===== src/rtl/csc_pkg.sv =====
package csc_pkg;
  localparam int DATA_W     = 32;
  localparam int SEL_W      = 2;
  localparam int CODE_W     = 5;
  localparam int CODE_LSB   = 2;
  localparam int BD_BIT     = 31;
  localparam int SWI_LSB    = 8;
  localparam int SWI_N      = 2;
  localparam int IE_BIT     = 0;
  localparam int BOOT_BIT   = 22;
  localparam int STK_LEVELS = 3;
  localparam int PAIR_W     = 2;
  localparam int STK_W      = STK_LEVELS * PAIR_W;

  localparam logic [DATA_W-1:0] SWI_MASK =
    DATA_W'(((1 << SWI_N) - 1) << SWI_LSB);
  localparam logic [CODE_W-1:0] CODE_INT = '0;

  typedef enum logic [SEL_W-1:0] {
    SEL_STATUS = 2'd0,
    SEL_CAUSE  = 2'd1,
    SEL_NONE2  = 2'd2,
    SEL_NONE3  = 2'd3
  } reg_sel_e;

  typedef logic [DATA_W-1:0] word_t;
endpackage


===== src/rtl/csc_irq_detect.sv =====
module csc_irq_detect
  import csc_pkg::*;
(
  input  logic [SWI_N-1:0] req_bits_i,
  input  logic [SWI_N-1:0] mask_bits_i,
  input  logic             global_en_i,
  output logic             pending_o
);
  logic [SWI_N-1:0] hit;

  genvar g;
  generate
    for (g = 0; g < SWI_N; g++) begin : g_hit
      assign hit[g] = req_bits_i[g] & mask_bits_i[g];
    end
  endgenerate

  assign pending_o = (|hit) & global_en_i;
endmodule


===== src/rtl/csc_status_reg.sv =====
module csc_status_reg
  import csc_pkg::*;
(
  input  logic  clk,
  input  logic  rst_n,
  input  logic  wr_en_i,
  input  word_t wr_data_i,
  input  logic  rfe_i,
  input  logic  enter_i,
  output word_t status_o
);
  word_t st_q, st_d;
  logic  st_upd;

  always_comb begin
    st_d   = st_q;
    st_upd = 1'b0;
    if (enter_i) begin
      st_d[STK_W-1:0] = {st_q[STK_W-PAIR_W-1:0], {PAIR_W{1'b0}}};
      st_upd          = 1'b1;
    end else if (rfe_i) begin
      st_d[STK_W-PAIR_W-1:0] = st_q[STK_W-1:PAIR_W];
      st_upd                 = 1'b1;
    end else if (wr_en_i) begin
      st_d   = wr_data_i;
      st_upd = 1'b1;
    end
  end

  always_ff @(posedge clk or negedge rst_n) begin
    if (!rst_n)      st_q <= '0;
    else if (st_upd) st_q <= st_d;
  end

  assign status_o = st_q;


  stack_push_chk: assert property (@(posedge clk) disable iff (!rst_n)
    enter_i |=> (st_q[STK_W-1:0] == {$past(st_q[STK_W-PAIR_W-1:0]), {PAIR_W{1'b0}}})
             && (st_q[DATA_W-1:STK_W] == $past(st_q[DATA_W-1:STK_W])));


  stack_pop_chk: assert property (@(posedge clk) disable iff (!rst_n)
    (rfe_i && !enter_i) |=> (st_q[STK_W-PAIR_W-1:0] == $past(st_q[STK_W-1:PAIR_W]))
                         && (st_q[DATA_W-1:STK_W-PAIR_W] == $past(st_q[DATA_W-1:STK_W-PAIR_W])));


  status_load_chk: assert property (@(posedge clk) disable iff (!rst_n)
    (wr_en_i && !rfe_i && !enter_i) |=> st_q == $past(wr_data_i));
endmodule


===== src/rtl/csc_cause_reg.sv =====
module csc_cause_reg
  import csc_pkg::*;
#(
  parameter int INSTR_BYTES = 4
) (
  input  logic              clk,
  input  logic              rst_n,
  input  logic              wr_en_i,
  input  word_t             wr_data_i,
  input  logic              enter_i,
  input  logic [CODE_W-1:0] code_i,
  input  logic              delay_i,
  input  word_t             pc_i,
  output word_t             cause_o,
  output word_t             epc_o
);
  localparam word_t STEP = DATA_W'(INSTR_BYTES);

  word_t ca_q, ca_d, epc_q, epc_d;
  logic  ca_upd;

  always_comb begin
    ca_d   = ca_q;
    ca_upd = 1'b0;
    if (enter_i) begin
      ca_d[CODE_LSB+CODE_W-1:CODE_LSB] = code_i;
      ca_d[BD_BIT]                     = delay_i;
      ca_upd                           = 1'b1;
    end else if (wr_en_i) begin
      ca_d   = (ca_q & ~SWI_MASK) | (wr_data_i & SWI_MASK);
      ca_upd = 1'b1;
    end
  end

  always_comb begin
    epc_d = delay_i ? (pc_i - STEP) : pc_i;
  end

  always_ff @(posedge clk or negedge rst_n) begin
    if (!rst_n)      ca_q <= '0;
    else if (ca_upd) ca_q <= ca_d;
  end

  always_ff @(posedge clk or negedge rst_n) begin
    if (!rst_n)       epc_q <= '0;
    else if (enter_i) epc_q <= epc_d;
  end

  assign cause_o = ca_q;
  assign epc_o   = epc_q;


  cause_wr_mask_chk: assert property (@(posedge clk) disable iff (!rst_n)
    (wr_en_i && !enter_i) |=> ((ca_q & ~SWI_MASK) == ($past(ca_q) & ~SWI_MASK))
                           && ((ca_q & SWI_MASK) == ($past(wr_data_i) & SWI_MASK)));


  cause_enter_chk: assert property (@(posedge clk) disable iff (!rst_n)
    enter_i |=> (ca_q[CODE_LSB+CODE_W-1:CODE_LSB] == $past(code_i))
             && (ca_q[BD_BIT] == $past(delay_i))
             && ((ca_q & SWI_MASK) == ($past(ca_q) & SWI_MASK)));


  epc_capture_chk: assert property (@(posedge clk) disable iff (!rst_n)
    (enter_i && delay_i) |=> epc_q + STEP == $past(pc_i));
endmodule


===== src/rtl/csc_top.sv =====
module csc_top
  import csc_pkg::*;
#(
  parameter int INSTR_BYTES = 4
) (
  input  logic              clk,
  input  logic              rst_n,
  input  logic              reg_wr_en_i,
  input  logic [1:0]        reg_wr_sel_i,
  input  logic [31:0]       reg_wr_data_i,
  input  logic              rfe_i,
  input  logic              exc_req_i,
  input  logic [4:0]        exc_code_i,
  input  logic [31:0]       instr_pc_i,
  input  logic              instr_in_delay_i,
  output logic              exc_taken_o,
  output logic [4:0]        exc_code_o,
  output logic              exc_boot_vec_o,
  output logic [31:0]       status_o,
  output logic [31:0]       cause_o,
  output logic [31:0]       epc_o
);
  word_t status_w, cause_w, epc_w;
  logic  irq_pending, enter, status_wr, cause_wr, rfe_eff;
  logic [CODE_W-1:0] take_code;

  csc_irq_detect u_irq (
    .req_bits_i  (cause_w[SWI_LSB+SWI_N-1:SWI_LSB]),
    .mask_bits_i (status_w[SWI_LSB+SWI_N-1:SWI_LSB]),
    .global_en_i (status_w[IE_BIT]),
    .pending_o   (irq_pending)
  );

  always_comb begin
    enter     = exc_req_i | irq_pending;
    take_code = exc_req_i ? exc_code_i : CODE_INT;
    rfe_eff   = rfe_i & ~enter;
    status_wr = reg_wr_en_i & (reg_sel_e'(reg_wr_sel_i) == SEL_STATUS) & ~enter;
    cause_wr  = reg_wr_en_i & (reg_sel_e'(reg_wr_sel_i) == SEL_CAUSE) & ~enter;
  end

  csc_status_reg u_status (
    .clk       (clk),
    .rst_n     (rst_n),
    .wr_en_i   (status_wr),
    .wr_data_i (reg_wr_data_i),
    .rfe_i     (rfe_eff),
    .enter_i   (enter),
    .status_o  (status_w)
  );

  csc_cause_reg #(.INSTR_BYTES(INSTR_BYTES)) u_cause (
    .clk       (clk),
    .rst_n     (rst_n),
    .wr_en_i   (cause_wr),
    .wr_data_i (reg_wr_data_i),
    .enter_i   (enter),
    .code_i    (take_code),
    .delay_i   (instr_in_delay_i),
    .pc_i      (instr_pc_i),
    .cause_o   (cause_w),
    .epc_o     (epc_w)
  );

  assign exc_taken_o    = enter;
  assign exc_code_o     = take_code;
  assign exc_boot_vec_o = status_w[BOOT_BIT];
  assign status_o       = status_w;
  assign cause_o        = cause_w;
  assign epc_o          = epc_w;


  irq_raise_chk: assert property (@(posedge clk) disable iff (!rst_n)
    ((|(cause_o[SWI_LSB+SWI_N-1:SWI_LSB] & status_o[SWI_LSB+SWI_N-1:SWI_LSB]))
      && status_o[IE_BIT] && !exc_req_i) |-> (exc_taken_o && exc_code_o == CODE_INT));


  irq_self_mask_chk: assert property (@(posedge clk) disable iff (!rst_n)
    exc_taken_o |=> !status_o[IE_BIT]);


  req_wins_chk: assert property (@(posedge clk) disable iff (!rst_n)
    exc_req_i |-> (exc_taken_o && exc_code_o == exc_code_i));


  write_dropped_chk: assert property (@(posedge clk) disable iff (!rst_n)
    (exc_taken_o && reg_wr_en_i && reg_wr_sel_i == 2'd1) |=>
      cause_o[SWI_LSB+SWI_N-1:SWI_LSB] == $past(cause_o[SWI_LSB+SWI_N-1:SWI_LSB]));
endmodule


===== config.mk =====
export PLATFORM = sky130hd
export DESIGN_NAME = csc_top
export DESIGN_NICKNAME = d
export VERILOG_FILES = /design/src/rtl/csc_pkg.sv /design/src/rtl/csc_irq_detect.sv /design/src/rtl/csc_status_reg.sv /design/src/rtl/csc_cause_reg.sv /design/src/rtl/csc_top.sv
export SDC_FILE = /design/constraint.sdc
export NUM_CORES = 1
export LEC_CHECK = 0
export ABC_AREA = 1
export BUFFER_PORTS_ARGS = -buffer_cell sky130_fd_sc_hd__buf_2
export CAP_MARGIN = 30
export CORE_MARGIN = 2
export CORE_UTILIZATION = 25
export CTS_CLUSTER_DIAMETER = 60
export DETAILED_ROUTE_END_ITERATION = 8
export GPL_TIMING_DRIVEN = 0
export SYNTH_ARGS = -nofsm -noshare
export SYNTH_HDL_FRONTEND = slang
export SYNTH_SLANG_ARGS = --single-unit

===== constraint.sdc =====
create_clock -name clk -period 1.6 [get_ports clk]
set_input_delay 0.16 -clock clk [delete_from_list [all_inputs] [get_ports clk]]
set_output_delay 0.16 -clock clk [all_outputs]
set_load 0.01 [all_outputs]

* Word-level counts from Yosys, hierarchy flattened
Cells that the tools add are included.
Storage, ports and cells: flip-flop bits (word level) 96, latch bits 0, bits in writable memories 0, bits in read-only memories 0, bits of input ports 77, output and inout bits 103, word-level logic and storage cells 45, memories 0
Operators by class: add/subtract/negate cells 1, multipliers 0, div/mod/pow operators 0, $lt $le $gt $ge 0, equal/unequal tests 2, shifts and indexed selects 0, mux-type cells 14, bitwise gates (word level) 12, reduce and logical (&&, ||, !) cells 10
Operators with widths (count):
- $mux 32 | 2
- $or 32x10->32 | 1
- $sub 32x3->32 const B | 1
- $mux 6 | 2
- $mux 5 | 2
- $and 1x1->1 | 8
- $mux 1 | 6
- $reduce_and 3->1 | 2
- $mux 4 | 1
- $reduce_and 2->1 | 2
- $reduce_and 4->1 | 1
- $reduce_bool 2->1 | 2
- $reduce_bool 3->1 | 1
- $eq 2x1->1 const B | 1
- $logic_not 2->1 | 1
- $mux 2 | 1
- $ne 2x2->1 const B | 1
- $not 1->1 | 2
- $reduce_or 2->1 | 1
- $or 1x1->1 | 1

* Depth between registers and ports, before layout
Gate-level depths: netlist (run 1).
word-level depth 10, depth in mapped cells 12

* Hierarchy
A second synthesis (run 1) with hierarchy kept.
Unflattened totals: cell total of the unflattened synthesis 573, area total of the unflattened synthesis 4195.3 um^2
Modules (own cells, without submodules):
- csc_cause_reg | times used 1, cells an instance 383, area each 2657.5 um^2, sequential area each 1001.0 um^2
- csc_status_reg | times used 1, cells an instance 164, area each 1428.9 um^2, sequential area each 800.8 um^2
- csc_top | times used 1, cells an instance 22, area each 88.8 um^2, sequential area each 0.0 um^2
- csc_irq_detect | times used 1, cells an instance 4, area each 20.0 um^2, sequential area each 0.0 um^2

* Least setup slack after synthesis (run 1)
No wires, ideal clock.
kind register to register, start register u_cause.ca_q[9] (netlist: u_cause.cause_o[9]), end register u_status.st_q[10] (netlist: u_status.status_o[10]), arrival 1324 ps, setup slack 151 ps, cell stages (with the launch flop) 9, cell sequence dfrtp_1 nand2_1 nand2_1 nand2_1 nand2_2 inv_4 nand2_8 buf_8 mux2_4
On the way: longest elaborated chain between the ends 10, elaborated cells on any way between the ends 12, classes of those cells 3 x mux; 7 x bitwise; 2 x reduce/logical
Ends and longest elaborated chain:
- from (decl) | RTL line csc_cause_reg.sv:19 | word_t ca_q, ca_d, epc_q, epc_d;
- from (signal assigned) | RTL line csc_cause_reg.sv:40 | if (!rst_n) ca_q <= '0;
- from (signal assigned) | RTL line csc_cause_reg.sv:41 | else if (ca_upd) ca_q <= ca_d;
- $and 1x1->1 (*) | RTL line csc_irq_detect.sv:14 | assign hit[g] = req_bits_i[g] & mask_bits_i[g];
- $reduce_or 2->1 (*) | RTL line csc_irq_detect.sv:18 | assign pending_o = (|hit) & global_en_i;
- $and 1x1->1 (*) | RTL line csc_irq_detect.sv:18
- $or 1x1->1 (*) | RTL line csc_top.sv:35 | enter = exc_req_i | irq_pending;
- $not 1->1 (no source line)
- $and 1x1->1 | RTL line csc_top.sv:38 | status_wr = reg_wr_en_i & (reg_sel_e'(reg_wr_sel_i) == SEL_STATUS) & ~enter;
- $mux 1 | RTL line csc_status_reg.sv:24 | end else if (wr_en_i) begin
- $mux 1 | RTL line csc_status_reg.sv:21 | end else if (rfe_i) begin
- $mux 1 | RTL line csc_status_reg.sv:18 | if (enter_i) begin
- $reduce_and 4->1 (no source line) (*)
- to (signal assigned) | RTL line csc_status_reg.sv:32 | else if (st_upd) st_q <= st_d;
- to (decl) | RTL line csc_status_reg.sv:12 | word_t st_q, st_d;
Every way passes the cells marked *; elsewhere a longest branch is shown, timed or not. A chain may end at the register's enable or synchronous reset.

* Worst setup path in the final report (run 1)
start register u_cause.ca_q[9] (netlist: u_cause.cause_o[9]), end output port exc_taken_o
On the way: longest elaborated chain between the ends 4
Ends and longest elaborated chain:
- $and 1x1->1 | RTL line csc_irq_detect.sv:14
- $reduce_or 2->1 | RTL line csc_irq_detect.sv:18
- $and 1x1->1 | RTL line csc_irq_detect.sv:18
- $or 1x1->1 | RTL line csc_top.sv:35
- to (decl) | RTL line csc_top.sv:16 | output logic exc_taken_o,
Every way passes these cells.

==> impl_metrics.yaml, run 1 <==
floorplan:
  die_area_um2: 16700
  core-area_um2: 15300
  start_util: 0.257
  die_height_um: 129
  num_rows: 45
  ios: 180
  die_x_um: 129
sta:
  final_period_minus_worst_setup_slack_ns: 1.50
  finalHoldViolCount: 0
  finalCritPeriodShare: 0.936
  report.final.slew_viol_count: 0
  timing.final.ws_setup_ns: 0.102
  fmax_mhz: 668
  rsz0062_at_grt: "no"
  skew_ns: 0.00821
  fin_setup_tns_ns: 0
  finalSetupViolCount: 0
cts:
  clock_path_buffers: 2
  h-tree-depth: 3
  clk-insertion-delay-late_ns: 0.35
  cts_made_buffers: 9
  cts.reportedPaths.clkPinSlew_ns: 0.06
  cts_tree: "yes"
  root_buffer: "clkbuf_16"
  cts.sinks: 72
placed_design:
  place_ws_ns: -0.118
  portBuffers: 153
  gp_congestion: 0.826
  dp_hpwl_um: 9140
global_routing:
  overflow: 0
  gr-usage-all-layers: 0.137
  grt_max_degree: 38
  grt_first_pass_wirelength_um: 17100
  antenna_found_initial: 0
  grt_pass1_vias: 3212
layout:
  area_growth_pct: 39.4
  layout-drive-gt1-share: 0.397
  fill_cells: 1629
  antenna_cells: 0
  layout.nets: 728
route:
  drt_first_pass_iters: 4
  via_per_inst: 4.07
  antenna_left: 0
  drt_iter0_drc: 125
  met3_length_um: 1070
  wl_per_cell_um: 13.3
  finalWirelength_um: 11500
  met1_length_um: 5080
  top_layer: "met4"
  met2_length_um: 5120
  vias: 3523
  drc: 0
synth:
  ys_ff_latch: 72
  synth.most_common_cell: "nand2_1"
  synth_xor_area_frac: 0.0335
  ys_types: 35
  synthArstFlopShare: 1.00
  ys_top_cells_by_count: "nand2_1, dfrtp_1, nor2_1"
  synthCells: 456
  synthTopCellsByArea: "dfrtp_1, nand2_1, buf_4"
  synth_top_family_by_area: "simple AND/OR/NAND/NOR gates"
  synth_largest_area_cell: "dfrtp_1"
  ys_warn_count: 0
  synth.avg_cell_area_um2: 8.59
  yosys.area_share.simple: 0.259
  yosys.area.top_type_share: 0.460
  muxShareOfSynthArea: 0.0843
  synthAdderAreaFrac: 0.00319
  synth-compound-area-share: 0.0447
  synth-seq-area-share: 0.460
  synth_edf_count: 0
  synth_area_um2: 3920
  synth-main-ff-cell: "dfrtp_1"
power_and_ir_drop:
  p_clk_frac: 0.375
  seqPwrFrac: 0.395
  power_switching_w: 0.00160
  pwr-share-comb: 0.230
  vdd_drop_max_mv: 0.491
  p_int_w: 0.00410
  p_leak_nw: 2.94
  switching_share: 0.280
  cellPowerDensity_nw_per_um2: 1040
critical_path:
  crit_start: "u_cause.cause_o[9]"
  cp_max_fo: 10
  worst_ep_arrival_time_ns: 1.34
  path_class: "reg -> out"
  required_ns: 1.44
  r2r-start: "u_cause.cause_o[9]"
  worstSetupStartpointType: "register"
  r2r_slack_ns: 0.11
  worstSetupEndpointType: "output pin"
  rr_worst_depth: 8
worst_hold_path:
  whs_path_depth: 3
  hp-class: "in -> reg"
  min_from: "instr_pc_i[0]"
status:
  status: "complete, no violations"
run:
  maxCapViolCount: 0
-- timing repair --
| item | CTS | global route |
|---|---|---|
| hold endpoints to repair | 35 | 0 |
| pin swaps | 1 | 3 |
| endpoints found under the setup margin | 38 | 24 |
| hold buffers | 1 | 0 |
| gates resized for setup | 6 | 8 |
| setup buffers | 2 | 3 |
-- per-layer routing --
metal  track usage  vias up
met2         0.221      142
met3        0.0454       14
met5             0        -
met1         0.164     1568
met4        0.0659        0
li1              -     1799
-- power by group through the flow --
stage | registers (W) | clock network (W) | logic (W)
after global routing | 0.00229 | 0.00225 | 0.00145
after detailed placement | 0.00228 | 0 | 0.00129
after global placement | 0.00227 | 0 | 0.00129
after floorplan | 0.00242 | 0 | 0.000554
final | 0.00225 | 0.00214 | 0.00131
after CTS | 0.00225 | 0.00220 | 0.00132
-- final timing paths --
path / endpoint
setup reg to reg: u_status.status_o[29]
max in group asynchronous: u_cause.epc_o[24]
hold reg to reg: u_cause.epc_o[0]
setup / recovery: exc_taken_o
hold / removal: u_cause.epc_o[0]
min in group asynchronous: u_status.status_o[16]
-- stage by stage --
stage          total power (W)  area [µm²]  instances  hold slack [ns]  utilization
6_report               0.00570        5460        866           0.0210        0.358
5_1_grt                0.00598        5460        866           0.0246        0.358
4_1_cts                0.00577        5420        863          0.00498        0.355
3_5_place_dp           0.00358        5060        844            0.145        0.331
3_3_place_gp           0.00356        5030        843            0.363        0.330
2_1_floorplan          0.00297        4000        479           -0.136            -
-- worst max-delay path: stages (launching register included) --
cell and delay, ns:
dfrtp_1 0.39, nand2_1 0.07, nand2_1 0.06, nand2_2 0.07
nand2_4 0.09, buf_8 0.16, buf_2 0.14
-- cell type report --
class / instances / area, µm² / area share
Sequential cell: 72 / 1800 / 0.330
Tap cell: 211 / 264 / 0.0484
Multi-Input combinational cell: 328 / 1770 / 0.323
Clock buffer: 14 / 284 / 0.0520
Timing Repair Buffer: 160 / 836 / 0.153
Buffer: 43 / 334 / 0.0612
Inverter: 36 / 140 / 0.0257
Clock inverter: 2 / 35.0 / 0.00642
-- cells in the final DEF (no fill, tap or decap), types with 2 or more instances in the layout --
master,count
xor2_1,10
o21ai_0,17
nor3_1,5
nand2_2,3
clkbuf_8,4
o21bai_1,2
mux2_4,16
nor2_1,42
o21ai_1,8
buf_4,39
dfrtp_1,72
conb_1,24
mux2_2,8
buf_2,157
xnor2_1,5
o31ai_1,2
nand3_1,35
inv_2,4
inv_1,31
nor2_2,3
buf_8,3
a31oi_1,2
nand4_1,5
nor2_4,3
clkbuf_16,9
nand2_1,129
-- sequential cells by signal, indices dropped and copies added, names as in the netlist --
name               count
u_cause.epc_o         32
u_status.status_o     32
u_cause.cause_o        8
-- kinds of logic after synthesis --
family                     Yosys count
buffers and inverters               79
xor gates and xnor gates            15
muxes                               24
other                                1
AOI/OAI and AO/OA                   32
and+or+nand+nor                    232
adders and majority gates            1
DFF                                 72
(Power assumes the default switching activity.)
==> run 2, diff against run 1 <==
--- a/config.mk
+++ b/config.mk
@@ -10,6 +10,7 @@
 export CAP_MARGIN = 30
 export CORE_MARGIN = 2
 export CORE_UTILIZATION = 25
+export CTS_BUF_LIST = sky130_fd_sc_hd__clkbuf_2
 export CTS_CLUSTER_DIAMETER = 60
 export DETAILED_ROUTE_END_ITERATION = 8
 export GPL_TIMING_DRIVEN = 0
==> run 2 against run 1 <==
Compared with the run above:
- largest power group unchanged
- cell area grew 15%
- the flow now finishes with violations (setup timing)
- setup slack lost 0.20 ns
- wire length grew 14%
- via count grew 12%
==> impl_metrics.yaml, run 2 (synthesis gave the netlist of run 1 again) <==
status:
  status: "finished, violations left"
  violations: "setup timing"
floorplan:
  ios: 180
  die_x_um: 129
  num_rows: 45
  core-area_um2: 15300
  start_util: 0.257
  die_height_um: 129
  die_area_um2: 16700
route:
  antenna_left: 0
  vias: 3929
  wl_per_cell_um: 13.6
  finalWirelength_um: 13100
  drc: 0
  drt_first_pass_iters: 4
  via_per_inst: 4.09
  drt_iter0_drc: 108
power_and_ir_drop:
  p_int_w: 0.00323
  vdd_drop_max_mv: 0.271
  cellPowerDensity_nw_per_um2: 765
  pwr-share-comb: 0.320
  p_leak_nw: 3.29
  seqPwrFrac: 0.472
  switching_share: 0.326
  p_clk_frac: 0.209
  power_switching_w: 0.00156
  power_w: 0.00479
critical_path:
  worstSetupEndpointType: "register"
  cp_max_fo: 3
  r2r_slack_ns: -0.07
  required_ns: 2.13
  worst_ep_arrival_time_ns: 2.22
  path_class: "in -> reg"
  worstSetupStartpointType: "input port"
cts:
  clk-insertion-delay-late_ns: 0.56
  cts_tree: "yes"
  h-tree-depth: 3
  cts.sinks: 72
  root_buffer: "clkbuf_2"
  cts_made_buffers: 9
  clock_path_buffers: 2
  cts.reportedPaths.clkPinSlew_ns: 0.22
sta:
  timing.final.ws_setup_ns: -0.0942
  fmax_mhz: 590
  fin_setup_tns_ns: -0.470
  holdWs_ns: 0.0769
  finalSetupViolCount: 7
  report.final.slew_viol_count: 0
  finalCritPeriodShare: 1.06
  final_period_minus_worst_setup_slack_ns: 1.69
  skew_ns: 0.0346
  finalHoldViolCount: 0
  rsz0062_at_grt: "yes"
global_routing:
  antenna_found_initial: 0
  overflow: 0
  grt_first_pass_wirelength_um: 19400
  grt_pass1_vias: 3756
  gr-usage-all-layers: 0.152
  grt_max_degree: 38
layout:
  layout-drive-gt1-share: 0.364
  final_cells: 960
  final_common_cell: "buf_2"
  area_growth_pct: 59.8
  mostFrequentLayoutCells: "buf_2, nand2_1, dlygate4sd3_1"
  antenna_cells: 0
  layout.nets: 822
run:
  maxCapViolCount: 0
placed_design:
  gp_congestion: 0.826
  dp_hpwl_um: 9140
  dp.cells: 844
  portBuffers: 153
worst_hold_path:
  hp-class: "in -> reg"
## run 2: changes by cell type in the layout (fill, tap and decap cells not counted), moves of 2 or more
cell / previous run / this run
buf_12: 1 / 3
buf_2: 157 / 154
buf_4: 39 / 49
nand2_1: 129 / 126
clkbuf_2: 1 / 11
nand2_2: 3 / 6
dlygate4sd3_1: 1 / 84
clkbuf_8: 4 / 0
buf_8: 3 / 1
nor2_1: 42 / 40
clkbuf_16: 9 / 2
clkinv_1: 0 / 4
## run 2: power by group through the flow
stage                     sequential, W  clock (W)  combinational, W
final                           0.00226   0.000999           0.00153
after global routing            0.00229    0.00113           0.00168
after CTS                       0.00224    0.00105           0.00151
after detailed placement        0.00228          0           0.00129
after global placement          0.00227          0           0.00129
after floorplan                 0.00242          0          0.000554
## run 2: path summary, 6_finish.rpt
check / end / from / cells past startpoint
max in group asynchronous: u_cause.epc_o[24] / rst_n / 3
min in group asynchronous: u_status.status_o[16] / rst_n / 2
worst min register to register: u_cause.epc_o[0] / u_cause.epc_o[0] / 2
worst min-delay path: u_cause.epc_o[27] / instr_pc_i[25] / 6
worst max register to register: u_status.status_o[30] / u_status.status_o[9] / 9
worst max-delay path: u_cause.epc_o[31] / instr_pc_i[16] / 12
## run 2: final cells by class
| cell class | count | area [µm²] |
|---|---|---|
| Buffer | 43 | 363 |
| Clock buffer | 10 | 50.0 |
| Timing Repair Buffer | 254 | 1800 |
| Sequential cell | 72 | 1800 |
| Clock inverter | 6 | 50.0 |
| Multi-Input combinational cell | 328 | 1790 |
| Inverter | 36 | 143 |
| Tap cell | 211 | 264 |
| Fill cell | 1548 | 9000 |
## run 2: repair_timing
action / CTS / global route
hold buffers: 84 / 0
endpoints found under the setup margin: 40 / 57
setup buffers: 7 / 7
cloned: 1 / 1
pin swaps: 2 / 9
hold endpoints to repair: 144 / 0
gates resized for setup: 13 / 16
## run 2: critical path, cell delays in order
cell,delay (ns)
buf_2,0.10
dlygate4sd3_1,0.58
nor2_1,0.15
nand2_1,0.10
nor2_1,0.13
inv_1,0.08
nor2_2,0.11
nand3_1,0.08
nand2_1,0.06
dlygate4sd3_1,0.54
nand3_1,0.06
nand2_1,0.06
## run 2: metrics by stage
stage / utilization / cell area, µm² / setup slack, ns
floorplan: - / 4000 / 0.151
global placement: 0.330 / 5030 / -0.130
detailed placement: 0.331 / 5060 / -0.118
CTS: 0.402 / 6140 / -0.129
global route: 0.410 / 6260 / -0.177
finish: 0.410 / 6260 / -0.0942
## run 2: routing by layer
metal | global-route usage | up-vias | share of wire
li1 | - | 1984 | -
met1 | 0.177 | 1774 | 0.43
met2 | 0.266 | 158 | 0.48
met3 | 0.0438 | 13 | 0.082
met4 | 0.0543 | 0 | 0.015
met5 | 0 | - | 0
==> run 3, diff against run 2 <==
--- a/config.mk
+++ b/config.mk
@@ -8,7 +8,6 @@
 export ABC_AREA = 1
 export BUFFER_PORTS_ARGS = -buffer_cell sky130_fd_sc_hd__buf_2
 export CAP_MARGIN = 30
-export CORE_MARGIN = 2
 export CORE_UTILIZATION = 25
 export CTS_BUF_LIST = sky130_fd_sc_hd__clkbuf_2
 export CTS_CLUSTER_DIAMETER = 60
==> run 3 against run 2 <==
Compared with the run above:
- the run still ends with setup timing left
- maximum frequency is 0.13% higher
- sequential power hardly changed
- combinational power is 7% higher
- clock-buffer cell count is 1 higher
- flip-flop and latch count stayed put
- register-to-register slack worse by 0.02 ns
- utilization is 1.0 points higher
- critical path type is now reg -> reg
- hold slack better by 0.023 ns
- non-clock buffer count stayed put
- largest power group unchanged
- clock power hardly changed
- cell area is 2.4% higher
- critical path depth is 2 lower
==> impl_metrics.yaml, run 3 (synthesis gave the netlist of run 1 again) <==
sta:
  skew_ns: 0.0227
  finalSetupViolCount: 26
  rsz0062_at_grt: "yes"
  finalCritPeriodShare: 1.06
  final_period_minus_worst_setup_slack_ns: 1.69
  holdWs_ns: 0.0997
  fin_setup_tns_ns: -1.74
  finalHoldViolCount: 0
  report.final.slew_viol_count: 0
  timing.final.ws_setup_ns: -0.0920
  fmax_mhz: 591
global_routing:
  grt_first_pass_wirelength_um: 19400
  grt_max_degree: 41
  antenna_found_initial: 0
  overflow: 0
  gr-usage-all-layers: 0.157
  grt_pass1_vias: 3723
route:
  drt_first_pass_iters: 6
  finalWirelength_um: 13200
  via_per_inst: 4.15
  drt_iter0_drc: 121
  vias: 3988
  wl_per_cell_um: 13.8
  antenna_left: 0
  drc: 0
floorplan:
  start_util: 0.257
  num_rows: 45
  die_area_um2: 16200
  die_height_um: 127
  core-area_um2: 15300
  ios: 180
  die_x_um: 127
cts:
  cts_made_buffers: 9
  clock_path_buffers: 2
  root_buffer: "clkbuf_2"
  cts.sinks: 72
  cts.reportedPaths.clkPinSlew_ns: 0.22
  cts_tree: "yes"
  clk-insertion-delay-late_ns: 0.53
  h-tree-depth: 3
placed_design:
  gp_congestion: 0.820
  dp_hpwl_um: 9020
  place_ws_ns: -0.143
  placedInstanceArea_um2: 5060
  portBuffers: 153
status:
  violations: "setup timing"
  status: "finished, violations left"
layout:
  antenna_cells: 0
  fin_area_um2: 6410
  layout.nets: 823
  fill_cells: 1521
  final_common_cell: "buf_2"
  layout-drive-gt1-share: 0.381
  area_growth_pct: 63.7
  mostFrequentLayoutCells: "buf_2, nand2_1, dlygate4sd3_1"
  final_core_util: 0.420
power_and_ir_drop:
  vdd_drop_max_mv: 0.268
  cellPowerDensity_nw_per_um2: 769
  p_leak_nw: 3.35
critical_path:
  cp_max_fo: 5
  worst_ep_arrival_time_ns: 2.14
  required_ns: 2.04
  worstSetupEndpointType: "register"
  worstSetupStartpointType: "register"
  path_class: "reg -> reg"
worst_hold_path:
  hp-class: "in -> async"
run:
  maxCapViolCount: 0
## run 3: cell count changes in the layout (fill, tap and decap cells not counted), moves of 3 or more
cell / change
o21ai_1: +5
buf_4: -8
dlygate4sd3_1: -4
clkbuf_16: +3
o21ai_0: -5
buf_2: -3
nor2_2: -3
nand2_1: -8
nand2_2: +7
buf_6: +12
## run 3: worst max-delay path: stages (launching register included)
cell and delay, ns:
dfrtp_1 0.44, nand2_1 0.07, nand2_1 0.06, nand2_2 0.08, nand2_4 0.06, buf_4 0.13, buf_6 0.13, clkinv_8 0.08
nand2_8 0.09, clkbuf_16 0.18, mux2_4 0.29
## run 3: final cells by class
| class | count | area (µm²) | area share |
|---|---|---|---|
| flip-flops and latches | 72 | 1800 | 0.281 |
| repair buffers | 254 | 1860 | 0.290 |
| clock inverters | 5 | 47.5 | 0.00741 |
| plain buffers | 43 | 400 | 0.0624 |
| inverters | 36 | 148 | 0.0230 |
| clock buffers | 11 | 55.1 | 0.00859 |
| well taps | 211 | 264 | 0.0412 |
| multi-input cells | 329 | 1840 | 0.286 |
## run 3: path summary, 6_finish.rpt
kind / from / endpoint / slack, ns / cells after the start
max in group asynchronous: rst_n / u_cause.epc_o[22] / 0.90 / 3
setup / recovery: u_status.status_o[8] / u_status.status_o[6] / -0.09 / 10
setup reg to reg: u_status.status_o[8] / u_status.status_o[6] / -0.09 / 10
hold / removal: rst_n / u_status.status_o[4] / 0.1 / 2
hold reg to reg: u_cause.epc_o[0] / u_cause.epc_o[0] / 0.49 / 2
min in group clk: exc_req_i / u_cause.cause_o[31] / 0.34 / 7
## run 3: what timing repair did
action                                 in CTS  in global routing
hold buffers                               80                  0
endpoints found under the hold margin     144                  0
gates resized for setup                    13                 55
setup buffers                               8                  8
gates cloned                                0                  5
setup endpoints to repair                  42                 60
pin swaps                                   1                  9
## run 3: where the power goes
group	internal, W	switching (W)	leakage, nW
Clock	0.000359	0.000671	0.0708
Sequential	0.00210	0.000169	0.883
Combinational	0.000859	0.000774	2.40
Total	0.00332	0.00161	3.35
## run 3: metal layers
layer / vias up / wire length, µm / part of all wire / track usage
met4: 0 / 68 / 0.0051 / 0.0441
met2: 162 / 6360 / 0.48 / 0.274
met3: 6 / 961 / 0.073 / 0.0507
li1: 1992 / - / - / -
met5: - / 0 / 0 / 0
met1: 1828 / 5860 / 0.44 / 0.185
## run 3: metrics by stage
| stage | total power, W | std cells |
|---|---|---|
| after CTS | 0.00482 | 948 |
| after floorplan | 0.00297 | 479 |
| after global routing | 0.00523 | 961 |
| final | 0.00493 | 961 |
| after detailed placement | 0.00357 | 844 |
| after global placement | 0.00355 | 843 |
